<file path="src/rtl/rx_strip_pkg.sv">
package rx_strip_pkg;
  typedef enum logic [1:0] {
    MODE_PASS,
    MODE_TRIM,
    MODE_DROP
  } strip_mode_e;
endpackage

</file>
<file path="src/rtl/rx_strip_cnt.sv">
module rx_strip_cnt #(
  parameter int CNT_W = 11
) (
  input  logic             clk_i,
  input  logic             rst_ni,
  input  logic             valid_i,
  input  logic             sof_i,
  output logic [CNT_W-1:0] idx_o
);
  logic [CNT_W-1:0] idx_q;

  assign idx_o = sof_i ? '0 : idx_q;

  always_ff @(posedge clk_i or negedge rst_ni) begin
    if (!rst_ni) begin
      idx_q <= '0;
    end else if (valid_i && idx_o != '1) begin
      idx_q <= idx_o + 1'b1;  // saturates on very long frames
    end
  end
endmodule

</file>
<file path="src/rtl/rx_strip_len.sv">
module rx_strip_len #(
  parameter int CNT_W     = 11,
  parameter int HDR_BYTES = 14,
  parameter int MIN_LEN   = 46,
  parameter int LEN_POS   = 12
) (
  input  logic             clk_i,
  input  logic             rst_ni,
  input  logic             valid_i,
  input  logic [CNT_W-1:0] idx_i,
  input  logic [7:0]       data_i,
  output logic             len_rdy_o,
  output logic             short_o,
  output logic [CNT_W-1:0] keep_last_o
);
  localparam logic [CNT_W-1:0] HI_IDX   = CNT_W'(LEN_POS);
  localparam logic [CNT_W-1:0] LO_IDX   = CNT_W'(LEN_POS + 1);
  localparam logic [CNT_W-1:0] LAST_HDR = CNT_W'(HDR_BYTES - 1);

  logic [7:0]  hi_q;
  logic [15:0] len_w;

  always_ff @(posedge clk_i or negedge rst_ni) begin
    if (!rst_ni)                         hi_q <= '0;
    else if (valid_i && idx_i == HI_IDX) hi_q <= data_i;
  end

  assign len_w       = {hi_q, data_i};
  assign len_rdy_o   = valid_i && idx_i == LO_IDX;
  assign short_o     = len_w < 16'(MIN_LEN);
  // only meaningful when short_o, so truncation is safe
  assign keep_last_o = LAST_HDR + len_w[CNT_W-1:0];
endmodule

</file>
<file path="src/rtl/rx_strip_fsm.sv">
module rx_strip_fsm
  import rx_strip_pkg::*;
#(
  parameter int CNT_W = 11
) (
  input  logic             clk_i,
  input  logic             rst_ni,
  input  logic             valid_i,
  input  logic             sof_i,
  input  logic             eof_i,
  input  logic             en_i,
  input  logic [CNT_W-1:0] idx_i,
  input  logic             len_rdy_i,
  input  logic             short_i,
  input  logic [CNT_W-1:0] keep_last_i,
  output logic             fwd_o,
  output logic             eof_o
);
  strip_mode_e      mode_q, mode_cur, mode_d;
  logic [CNT_W-1:0] last_q, last_d;
  logic             en_q, frm_en, cut;

  assign frm_en   = sof_i ? en_i : en_q;
  assign mode_cur = sof_i ? MODE_PASS : mode_q;

  always_comb begin
    fwd_o  = 1'b1;
    cut    = 1'b0;
    mode_d = mode_cur;
    last_d = last_q;
    unique case (mode_cur)
      MODE_PASS: begin
        if (len_rdy_i && frm_en && short_i) begin
          if (idx_i == keep_last_i) begin
            cut    = 1'b1;
            mode_d = MODE_DROP;
          end else begin
            mode_d = MODE_TRIM;
            last_d = keep_last_i;
          end
        end
      end
      MODE_TRIM: begin
        if (idx_i == last_q) begin
          cut    = 1'b1;
          mode_d = MODE_DROP;
        end
      end
      default: fwd_o = 1'b0;
    endcase
    if (eof_i) mode_d = MODE_PASS;
    eof_o = eof_i | cut;
  end

  always_ff @(posedge clk_i or negedge rst_ni) begin
    if (!rst_ni) begin
      mode_q <= MODE_PASS;
      last_q <= '0;
      en_q   <= 1'b0;
    end else if (valid_i) begin
      mode_q <= mode_d;
      last_q <= last_d;
      en_q   <= frm_en;
    end
  end
endmodule

</file>
<file path="src/rtl/rx_pad_strip.sv">
module rx_pad_strip #(
  parameter int CNT_W     = 11,
  parameter int HDR_BYTES = 14,
  parameter int MIN_LEN   = 46,
  parameter int LEN_POS   = 12
) (
  input  logic       clk_i,
  input  logic       rst_ni,
  input  logic       strip_en_i,
  input  logic       in_valid_i,
  input  logic       in_sof_i,
  input  logic       in_eof_i,
  input  logic [7:0] in_data_i,
  output logic       out_valid_o,
  output logic       out_eof_o,
  output logic [7:0] out_data_o
);
  logic [CNT_W-1:0] idx, keep_last;
  logic             len_rdy, short_len, fwd, eof_cut;
  logic             valid_q, eof_q;
  logic [7:0]       data_q;

  rx_strip_cnt #(.CNT_W(CNT_W)) u_cnt (
    .clk_i  (clk_i),
    .rst_ni (rst_ni),
    .valid_i(in_valid_i),
    .sof_i  (in_sof_i),
    .idx_o  (idx)
  );

  rx_strip_len #(
    .CNT_W(CNT_W), .HDR_BYTES(HDR_BYTES), .MIN_LEN(MIN_LEN), .LEN_POS(LEN_POS)
  ) u_len (
    .clk_i      (clk_i),
    .rst_ni     (rst_ni),
    .valid_i    (in_valid_i),
    .idx_i      (idx),
    .data_i     (in_data_i),
    .len_rdy_o  (len_rdy),
    .short_o    (short_len),
    .keep_last_o(keep_last)
  );

  rx_strip_fsm #(.CNT_W(CNT_W)) u_fsm (
    .clk_i      (clk_i),
    .rst_ni     (rst_ni),
    .valid_i    (in_valid_i),
    .sof_i      (in_sof_i),
    .eof_i      (in_eof_i),
    .en_i       (strip_en_i),
    .idx_i      (idx),
    .len_rdy_i  (len_rdy),
    .short_i    (short_len),
    .keep_last_i(keep_last),
    .fwd_o      (fwd),
    .eof_o      (eof_cut)
  );

  always_ff @(posedge clk_i or negedge rst_ni) begin
    if (!rst_ni) begin
      valid_q <= 1'b0;
      eof_q   <= 1'b0;
      data_q  <= '0;
    end else begin
      valid_q <= in_valid_i & fwd;
      eof_q   <= in_valid_i & fwd & eof_cut;
      if (in_valid_i) data_q <= in_data_i;
    end
  end

  assign out_valid_o = valid_q;
  assign out_eof_o   = eof_q;
  assign out_data_o  = data_q;
endmodule

</file>
<file path="config.mk">
export PLATFORM = sky130hd
export DESIGN_NAME = rx_pad_strip
export DESIGN_NICKNAME = d
export VERILOG_FILES = /design/src/rtl/rx_strip_pkg.sv /design/src/rtl/rx_strip_cnt.sv /design/src/rtl/rx_strip_len.sv /design/src/rtl/rx_strip_fsm.sv /design/src/rtl/rx_pad_strip.sv
export SDC_FILE = /design/constraint.sdc
export NUM_CORES = 1
export LEC_CHECK = 0
export ABC_CLOCK_PERIOD_IN_PS = 6800
export BUFFER_PORTS_ARGS = -buffer_cell sky130_fd_sc_hd__buf_4
export CAP_MARGIN = 20
export CORE_MARGIN = 10
export CORE_UTILIZATION = 39
export DETAILED_ROUTE_END_ITERATION = 6
export REMOVE_ABC_BUFFERS = 1
export SYNTH_ARGS = -nofsm -noshare
export SYNTH_HDL_FRONTEND = slang
export SYNTH_HIERARCHICAL = 1
export SYNTH_SLANG_ARGS = --single-unit
</file>
<file path="constraint.sdc">
create_clock -name clk_i -period 6.8 [get_ports clk_i]
set_clock_uncertainty 0.1 [all_clocks]
set_input_delay 0.34 -clock clk_i [delete_from_list [all_inputs] [get_ports clk_i]]
set_output_delay 0.34 -clock clk_i [all_outputs]
set_load 0.01 [all_outputs]
</file>
==> impl_metrics.ini, run 1 <==
[clocking]
clockRootBuffer = clkbuf_8
cts.sinks = 43
cts.clk_slew.worst_paths_ns = 0.08
clock_path_buffers = 2
clock_latency_ns = 0.30
ctsResizeCount = 0
cts_tree = built
htreeDepth = 2
cts_buffers = 5

[sta]
rsz0062_at_grt = false
hold_violations = 0
maxSlewViolCount = 0
finalSetupTns_ns = 0
worst_hold_slack_ns = 0.187
setup_violations = 0
slew_headroom_pct = 40.1
timing.fmax_mhz = 304
worstMarginPinSlew_ns = 0.897
period_share_pct = 48.4
min_period_ns = 3.29
fin_ws_ns = 3.51

[pwr]
p_leak_nw = 1.37
p_per_area_nw_per_um2 = 202
ir_drop_mv = 0.0913

[worst_setup_path]
cp-start-kind = register
crit_fanout = 11
endpoint_kind = register
arrival_ns = 3.37
crit_required_ns = 6.88
critical_path_class = reg2reg

[finish]
design_area_um2 = 2880
area_delta_synth_final_pct = 14.2
fin_cells = 333
drive_gt1_share_pct = 27.0
fin_nets = 271
diodes = 0

[synth]
synth_cell_types = 45
ys_ff_latch = 43
synth_area_leaders = dfrtp_1 (43%), mux2_2 (9.4%), xnor2_1 (7.3%)
yosys_most_used_dff = dfrtp_1
yosysWarningCount = 6
yosys.area.top_type = dfrtp_1
syn_area_per_cell_um2 = 11.0
ys_async_sr_fraction_pct = 100
syn_area_um2 = 2520
synth_top_area_share_pct = 42.6
syn_inst = 229
synth-edff-count = 0
ys_seq_area_share_pct = 42.6

[floorplan]
die_x_um = 100
core_um2 = 6310
rows = 29
start_util_pct = 40.0
fp.dieArea_um2 = 10100
io_pins = 24
die-height_um = 100

[placement]
hpwlAfterDp_um = 3940
dp_cells = 324
post-place-ws_ns = 3.25
dpl_cell_area_um2 = 2750
gp_congestion = 0.829
portBuffers = 23

[status]
outcome = finished clean

[job]
cap_violations = 0

[global_routing]
grt_pass1_vias = 1944
grt_max_degree = 44
grt_use_total_pct = 11.3
antenna_found_initial = 0
grt-ovfl-total = 0
grt_pass1_wl_um = 9520

[routing]
drc = 0
viasPerCell = 5.46
drtIter0Drc = 82
ant_nets = 0
vias = 1818
wl_um = 5410
drt_first_pass_iters = 4
wl_per_cell_um = 16.3

[worst_hold_path]
hold_class = in2reg
[path summary, 6_finish.rpt]
kind | from | to | slack, ns | cells after the start
min reg2reg | u_len/hi_q[4]$_DFFE_PN0P_ | u_len/hi_q[4]$_DFFE_PN0P_ | 0.42 | 1
max in group asynchronous | rst_ni | u_cnt/idx_q[0]$_DFFE_PN0P_ | 5.73 | 2
max | u_cnt/idx_q[9]$_DFFE_PN0P_ | u_fsm/last_q[6]$_DFFE_PN0P_ | 3.51 | 9
max reg2reg | u_cnt/idx_q[9]$_DFFE_PN0P_ | u_fsm/last_q[6]$_DFFE_PN0P_ | 3.51 | 9
min | strip_en_i | u_fsm/en_q$_DFFE_PN0P_ | 0.19 | 2
min in group asynchronous | rst_ni | out_data_o[3]$_DFFE_PN0P_ | 0.47 | 2
[kinds of logic after synthesis]
family                     synth area share (%)
buffers and inverters                      2.38
and+or+nand+nor                            20.4
xor gates and xnor gates                   10.8
muxes                                      14.9
adders and majority gates                 0.991
AOI/OAI and AO/OA                          7.93
DFF                                        42.6
[cell usage after synthesis (2+ instances only)]
master and n:
nor2_1 13, mux2_2 21, a211o_1 2, nor4b_1 2
o22a_1 3, mux2_4 8, and3_1 4, xor2_1 10
nor2b_1 11, o21ai_0 5, nor3_1 5, nor4_1 5
o221ai_1 2, buf_6 3, nand3_1 7, nor3b_1 2
dfrtp_1 43, mux2i_1 2, inv_1 5, nand4_1 6
nand2_1 17, ha_1 2, nand3b_1 2, a21oi_1 5
nand3b_4 2, nand2b_1 3, xnor2_1 21
[area by class of cell]
class	instances	area [µm²]
clock buffer	6	82.6
clock inverter	2	38.8
fill	622	3430
inverter	5	18.8
multi-input combinational	176	1390
sequential	43	1080
tap	77	96.3
timing repair buffer	24	183
[flip-flops by register name, summed over array words and instances (netlist names)]
name and count:
u_cnt/idx_q 11, u_fsm/last_q 11, out_data_o 8, u_len/hi_q 8, u_fsm/mode_q 2, out_eof_o 1
out_valid_o 1, u_fsm/en_q 1
[what timing repair did]
item	in CTS	in global routing
buffers inserted	0	0
hold buffers	1	0
endpoints found under the hold margin	43	0
[routing by layer]
metal  global-route usage, %  part of all wire [%]  vias to the layer above
met4                    3.04                   1.1                        0
li1                        -                     -                      877
met1                    15.4                    48                      904
met2                    17.7                    48                       31
met5                       0                     0                        -
met3                    2.47                   3.0                        6
[per-stage QoR]
step,utilization (%),power (W)
floorplan,-,0.000336
global placement,43.6,0.000375
detailed placement,43.6,0.000376
CTS,45.7,0.000592
global route,45.7,0.000614
finish,45.7,0.000583
[cell usage in the layout (no fill, tap or decap), types with 6 or more instances in the layout]
master	Yosys	routed
buf_4	0	23
clkbuf_8	0	6
dfrtp_1	43	43
mux2_2	21	21
mux2_4	8	8
nand2_1	17	17
nand3_1	7	7
nand4_1	6	6
nor2_1	13	13
nor2b_1	11	11
xnor2_1	21	21
xor2_1	10	10
[worst max-delay path: stages, from the launching register on]
cell	delay [ns]
dfrtp_1	0.41
inv_1	0.09
nor2_1	0.09
or4b_4	0.56
nor4_1	0.16
and3_1	0.18
nand2_1	0.06
or3_1	0.34
a211oi_2	0.77
mux2_2	0.42
[power by group]
part	total [W]	internal (W)	leakage [nW]	switching [W]
Combinational	0.0000920	0.0000447	0.735	0.0000473
Sequential	0.000279	0.000268	0.572	0.0000104
Clock	0.000213	0.000121	0.0618	0.0000918
Total	0.000583	0.000434	1.37	0.000149
Power figures use the tool's default switching activity.
==> run 2, diff against run 1 <==
--- a/config.mk
+++ b/config.mk
@@ -5,7 +5,7 @@
 export SDC_FILE = /design/constraint.sdc
 export NUM_CORES = 1
 export LEC_CHECK = 0
-export ABC_CLOCK_PERIOD_IN_PS = 6800
+export ABC_CLOCK_PERIOD_IN_PS = 3400
 export BUFFER_PORTS_ARGS = -buffer_cell sky130_fd_sc_hd__buf_4
 export CAP_MARGIN = 20
 export CORE_MARGIN = 10
==> constraint.sdc (replaced) <==
create_clock -name clk_i -period 3.4 [get_ports clk_i]
set_clock_uncertainty 0.1 [all_clocks]
set_input_delay 0.17 -clock clk_i [delete_from_list [all_inputs] [get_ports clk_i]]
set_output_delay 0.17 -clock clk_i [all_outputs]
set_load 0.01 [all_outputs]
==> run 2 against run 1 <==
  * Routed wire length up 0.11%
  * Worst setup slack worse by 3.0 ns
  * Sequential power up 100%
  * Register-to-register slack worse by 3.0 ns
  * Worst hold slack worse by 0.15 ns
  * Non-clock buffer count up 4
  * Critical endpoint is now u_fsm/last_q[0]$_DFFE_PN0P_
==> impl_metrics.ini, run 2 (same netlist as run 1, synthesis figures left out) <==
[worst_setup_path]
critical_path_class = reg2reg
slowest_delay_ns = 0.56
crit_required_ns = 3.48
cp_slowest_cell = or4b_4
crit_path_cell_trace = inv_1 -> nor2_1 -> or4b_4 -> nor4_1 -> and3_1 -> nand2_1 -> or3_1 -> a211oi_2 -> buf_4 -> mux2_2
critPathBufInv = 2
cp-start-kind = register
endpoint_kind = register
crit_fanout = 11
arrival_ns = 2.98
rrSetupSlack_ns = 0.51
cp_top_family = simple AND/OR/NAND/NOR gates

[sta]
maxSlewViolCount = 0
setup_violations = 0
timing.fmax_mhz = 345
rsz0062_at_grt = false
worst_hold_slack_ns = 0.0386
slew_headroom_pct = 49.8
hold_violations = 0
min_period_ns = 2.89
finalSetupTns_ns = 0
worstMarginPinSlew_ns = 0.751
period_share_pct = 85.1

[finish]
final_cell_mix = dfrtp_1 (43), buf_4 (26), mux2_2 (21), xnor2_1 (21), nand2_1 (17)
post-route-util_pct = 45.8
final_common_cell = dfrtp_1
design_area_um2 = 2890
diodes = 0
top_regs = u_cnt/idx_q x11, u_fsm/last_q x11
fin_cells = 337
area_delta_synth_final_pct = 14.4
drive_gt1_share_pct = 27.7
fin_nets = 275

[pwr]
ir_drop_mv = 0.273
p_per_area_nw_per_um2 = 375
p_leak_nw = 1.37

[placement]
portBuffers = 23
hpwlAfterDp_um = 4040
dpl_cell_area_um2 = 2780
dp_cells = 327
gp_congestion = 0.791

[routing]
drtIter0Drc = 70
drt_first_pass_iters = 4
viasPerCell = 5.43
wl_um = 5420
drc = 0
vias = 1829
wl_per_cell_um = 16.1
ant_nets = 0

[floorplan]
die-height_um = 100
io_pins = 24
rows = 29
start_util_pct = 40.0
fp.dieArea_um2 = 10100
die_x_um = 100
core_um2 = 6310

[global_routing]
grt_max_degree = 44
grt_pass1_vias = 1893
grt-ovfl-total = 0
grt_use_total_pct = 11.4
grt_pass1_wl_um = 9400
antenna_found_initial = 0

[clocking]
cts_hold_buffers = 2
cts.sinks = 43
clock_path_buffers = 2
htreeDepth = 2
cts_buffers = 5
ctsResizeCount = 0
cts.clk_slew.worst_paths_ns = 0.09
clockRootBuffer = clkbuf_8
cts_setup_buffers = 0
clock_latency_ns = 0.30
cts_tree = built

[worst_hold_path]
hold_class = in2reg

[job]
cap_violations = 0

[status]
outcome = finished clean
[run 2: path summary, 6_finish.rpt]
check | startpoint | endpoint | depth (start not counted)
min reg2reg | u_len/hi_q[7]$_DFFE_PN0P_ | u_len/hi_q[7]$_DFFE_PN0P_ | 1
max reg2reg | u_cnt/idx_q[9]$_DFFE_PN0P_ | u_fsm/last_q[0]$_DFFE_PN0P_ | 10
min | in_data_i[7] | out_data_o[7]$_DFFE_PN0P_ | 2
max | u_cnt/idx_q[9]$_DFFE_PN0P_ | u_fsm/last_q[0]$_DFFE_PN0P_ | 10
min in group asynchronous | rst_ni | u_fsm/last_q[6]$_DFFE_PN0P_ | 2
max in group asynchronous | rst_ni | u_cnt/idx_q[7]$_DFFE_PN0P_ | 2
[run 2: worst register-to-register path, delay by kind of cell (launching register included)]
family | cells | cell delay [ns]
buffers and inverters | 2 | 0.31
DFF | 1 | 0.41
AOI/OAI and AO/OA | 1 | 0.20
muxes | 1 | 0.35
and+or+nand+nor | 6 | 1.40
[run 2: layout make-up]
| cell class | count | area, µm² |
|---|---|---|
| Timing Repair Buffer | 28 | 215 |
| Clock inverter | 3 | 25.0 |
| Fill cell | 630 | 3420 |
| Tap cell | 77 | 96.3 |
| Sequential cell | 43 | 1080 |
| Clock buffer | 5 | 68.8 |
| Inverter | 5 | 18.8 |
| Multi-Input combinational cell | 176 | 1390 |
[run 2: layer usage]
layer	global-route usage (%)	wire length (µm)	vias to the layer above
met5	0	0	-
met4	3.59	108	0
met3	3.36	266	12
met2	17.4	2470	40
met1	15.0	2580	890
li1	-	-	887
[run 2: where the power goes]
group	switching (W)	leakage, nW	total [W]	internal [W]
clock network	0.000192	0.0443	0.000339	0.000147
registers	0.0000212	0.572	0.000558	0.000536
logic	0.0000941	0.755	0.000186	0.0000920
total	0.000307	1.37	0.00108	0.000775
[run 2: through the flow]
step / worst slack (ns) / total power (W)
final: 0.505 / 0.00108
after global routing: 0.264 / 0.00115
after CTS: 0.511 / 0.00110
after detailed placement: 0.487 / 0.000755
after global placement: 0.529 / 0.000753
after floorplan: 0.429 / 0.000672
==> run 3, diff against run 2 <==
--- a/config.mk
+++ b/config.mk
@@ -9,9 +9,9 @@
 export BUFFER_PORTS_ARGS = -buffer_cell sky130_fd_sc_hd__buf_4
 export CAP_MARGIN = 20
 export CORE_MARGIN = 10
-export CORE_UTILIZATION = 39
+export CORE_UTILIZATION = 50
 export DETAILED_ROUTE_END_ITERATION = 6
-export REMOVE_ABC_BUFFERS = 1
+export PLACE_DENSITY = 0.69
 export SYNTH_ARGS = -nofsm -noshare
 export SYNTH_HDL_FRONTEND = slang
 export SYNTH_HIERARCHICAL = 1
==> run 3 against run 2 <==
  * Critical path type unchanged
  * Worst hold slack worse by 0.028 ns
  * Non-clock buffer count shrank 1
  * Die area shrank 18%
  * Worst setup slack worse by 0.030 ns
  * Core utilization increased by 14 points
  * Combinational power about the same
  * Register-to-register slack got worse by 0.03 ns
==> impl_metrics.ini, run 3 (same netlist as run 1, synthesis figures left out) <==
[placement]
dp_cells = 317
gp_congestion = 0.826
hpwlAfterDp_um = 3830
portBuffers = 23

[worst_setup_path]
rrSetupSlack_ns = 0.48
ff2ff_path_depth = 10
arrival_ns = 3.01
crit_required_ns = 3.48
cp-start-kind = register
endpoint_kind = register
crit_fanout = 11
critical_path_class = reg2reg

[global_routing]
grt_max_degree = 44
grt-ovfl-total = 0
grt_pass1_vias = 1841
grt_pass1_wl_um = 9160
grt_use_total_pct = 13.2
antenna_found_initial = 0

[floorplan]
io_pins = 24
fp.dieArea_um2 = 8290
rows = 25
start_util_pct = 52.4
die-height_um = 91.1
die_x_um = 91.1
core_um2 = 4820

[clocking]
cts_tree = built
clockRootBuffer = clkbuf_8
cts.clk_slew.worst_paths_ns = 0.08
cts.sinks = 43
cts_buffers = 5
htreeDepth = 2
clock_latency_ns = 0.30
clock_path_buffers = 2
ctsResizeCount = 0

[pwr]
p_per_area_nw_per_um2 = 375
ir_drop_mv = 0.244
p_leak_nw = 1.36

[sta]
hold_violations = 0
worstMarginPinSlew_ns = 0.723
maxSlewViolCount = 0
timing.fmax_mhz = 342
period_share_pct = 86.0
rsz0062_at_grt = false
setup_violations = 0
finalSetupTns_ns = 0
slew_headroom_pct = 51.6
min_period_ns = 2.92

[finish]
area_delta_synth_final_pct = 13.2
fin_cells = 326
diodes = 0
final_common_cell = dfrtp_1
final_cell_mix = dfrtp_1 (43), buf_4 (26), mux2_2 (21), xnor2_1 (21), nand2_1 (17)
drive_gt1_share_pct = 27.4
top_regs = u_cnt/idx_q x11, u_fsm/last_q x11
fin_nets = 274

[routing]
vias = 1826
dr_wl_met2_um = 2380
wl_met1_um = 2660
ant_nets = 0
wl_per_cell_um = 16.3
wl_met3_um = 215
wl_um = 5310
drc = 0
drt_first_pass_iters = 6
viasPerCell = 5.60
drtIter0Drc = 107
top_layer = met4

[worst_hold_path]
hold_class = in2reg
holdPathStages = 2

[synth]
syn_nets = 245

[job]
cap_violations = 0

[status]
outcome = finished clean
[run 3: cell types whose count changed in the layout (fill, tap and decap cells not counted), sizes merged]
cell         change
clkbuf           +1
clkinv           -1
dlygate4sd3      -1
[run 3: per-stage QoR]
step / hold WS, ns / area (µm²) / power [W] / worst slack (ns) / utilization, %
after global placement: 0.101 / 2760 / 0.000755 / 0.517 / 57.4
after global routing: 0.00732 / 2860 / 0.00113 / 0.267 / 59.3
after CTS: 0.00859 / 2860 / 0.00109 / 0.482 / 59.3
final: 0.0107 / 2860 / 0.00107 / 0.476 / 59.3
after floorplan: -0.226 / 2520 / 0.000679 / 0.413 / -
after detailed placement: 0.104 / 2760 / 0.000758 / 0.466 / 57.4
[run 3: what timing repair did]
item / CTS / global route
buffers inserted: 0 / 0
hold buffers: 1 / 0
hold endpoints to repair: 43 / 0
[run 3: final timing paths]
kind                                            start                          end
max in group asynchronous                      rst_ni    out_data_o[0]$_DFFE_PN0P_
hold reg to reg             u_len/hi_q[5]$_DFFE_PN0P_    u_len/hi_q[5]$_DFFE_PN0P_
hold / removal                             strip_en_i       u_fsm/en_q$_DFFE_PN0P_
setup reg to reg           u_cnt/idx_q[8]$_DFFE_PN0P_  u_fsm/last_q[9]$_DFFE_PN0P_
setup / recovery           u_cnt/idx_q[8]$_DFFE_PN0P_  u_fsm/last_q[9]$_DFFE_PN0P_
min in group asynchronous                      rst_ni   u_cnt/idx_q[5]$_DFFE_PN0P_
[run 3: cell type report]
type                       count  area [µm²]
tap                           67        83.8
sequential                    43        1080
inverter                       5        18.8
multi-input combinational    176        1390
clock inverter                 2        12.5
clock buffer                   6        72.6
fill                         436        1960
timing repair buffer          27         205
[run 3: where the power goes]
part | total [W] | internal [W] | switching [W]
combinational | 0.000189 | 0.0000919 | 0.0000973
sequential | 0.000558 | 0.000536 | 0.0000215
clock | 0.000325 | 0.000144 | 0.000181
total | 0.00107 | 0.000772 | 0.000300
[run 3: metal layers]
| layer | track usage (%) | up-vias |
|---|---|---|
| li1 | - | 882 |
| met1 | 17.3 | 904 |
| met2 | 20.7 | 34 |
| met3 | 3.79 | 6 |
| met4 | 3.92 | 0 |
| met5 | 0 | - |
[run 3: critical path, cell delays in order (launching register included)]
cell and delay, ns:
dfrtp_1 0.44, nand2b_1 0.11, inv_1 0.09, or4b_4 0.52
nor4_1 0.16, and3_1 0.19, nand2_1 0.06, or3_1 0.35
a211oi_2 0.20, buf_4 0.22, mux2_2 0.36
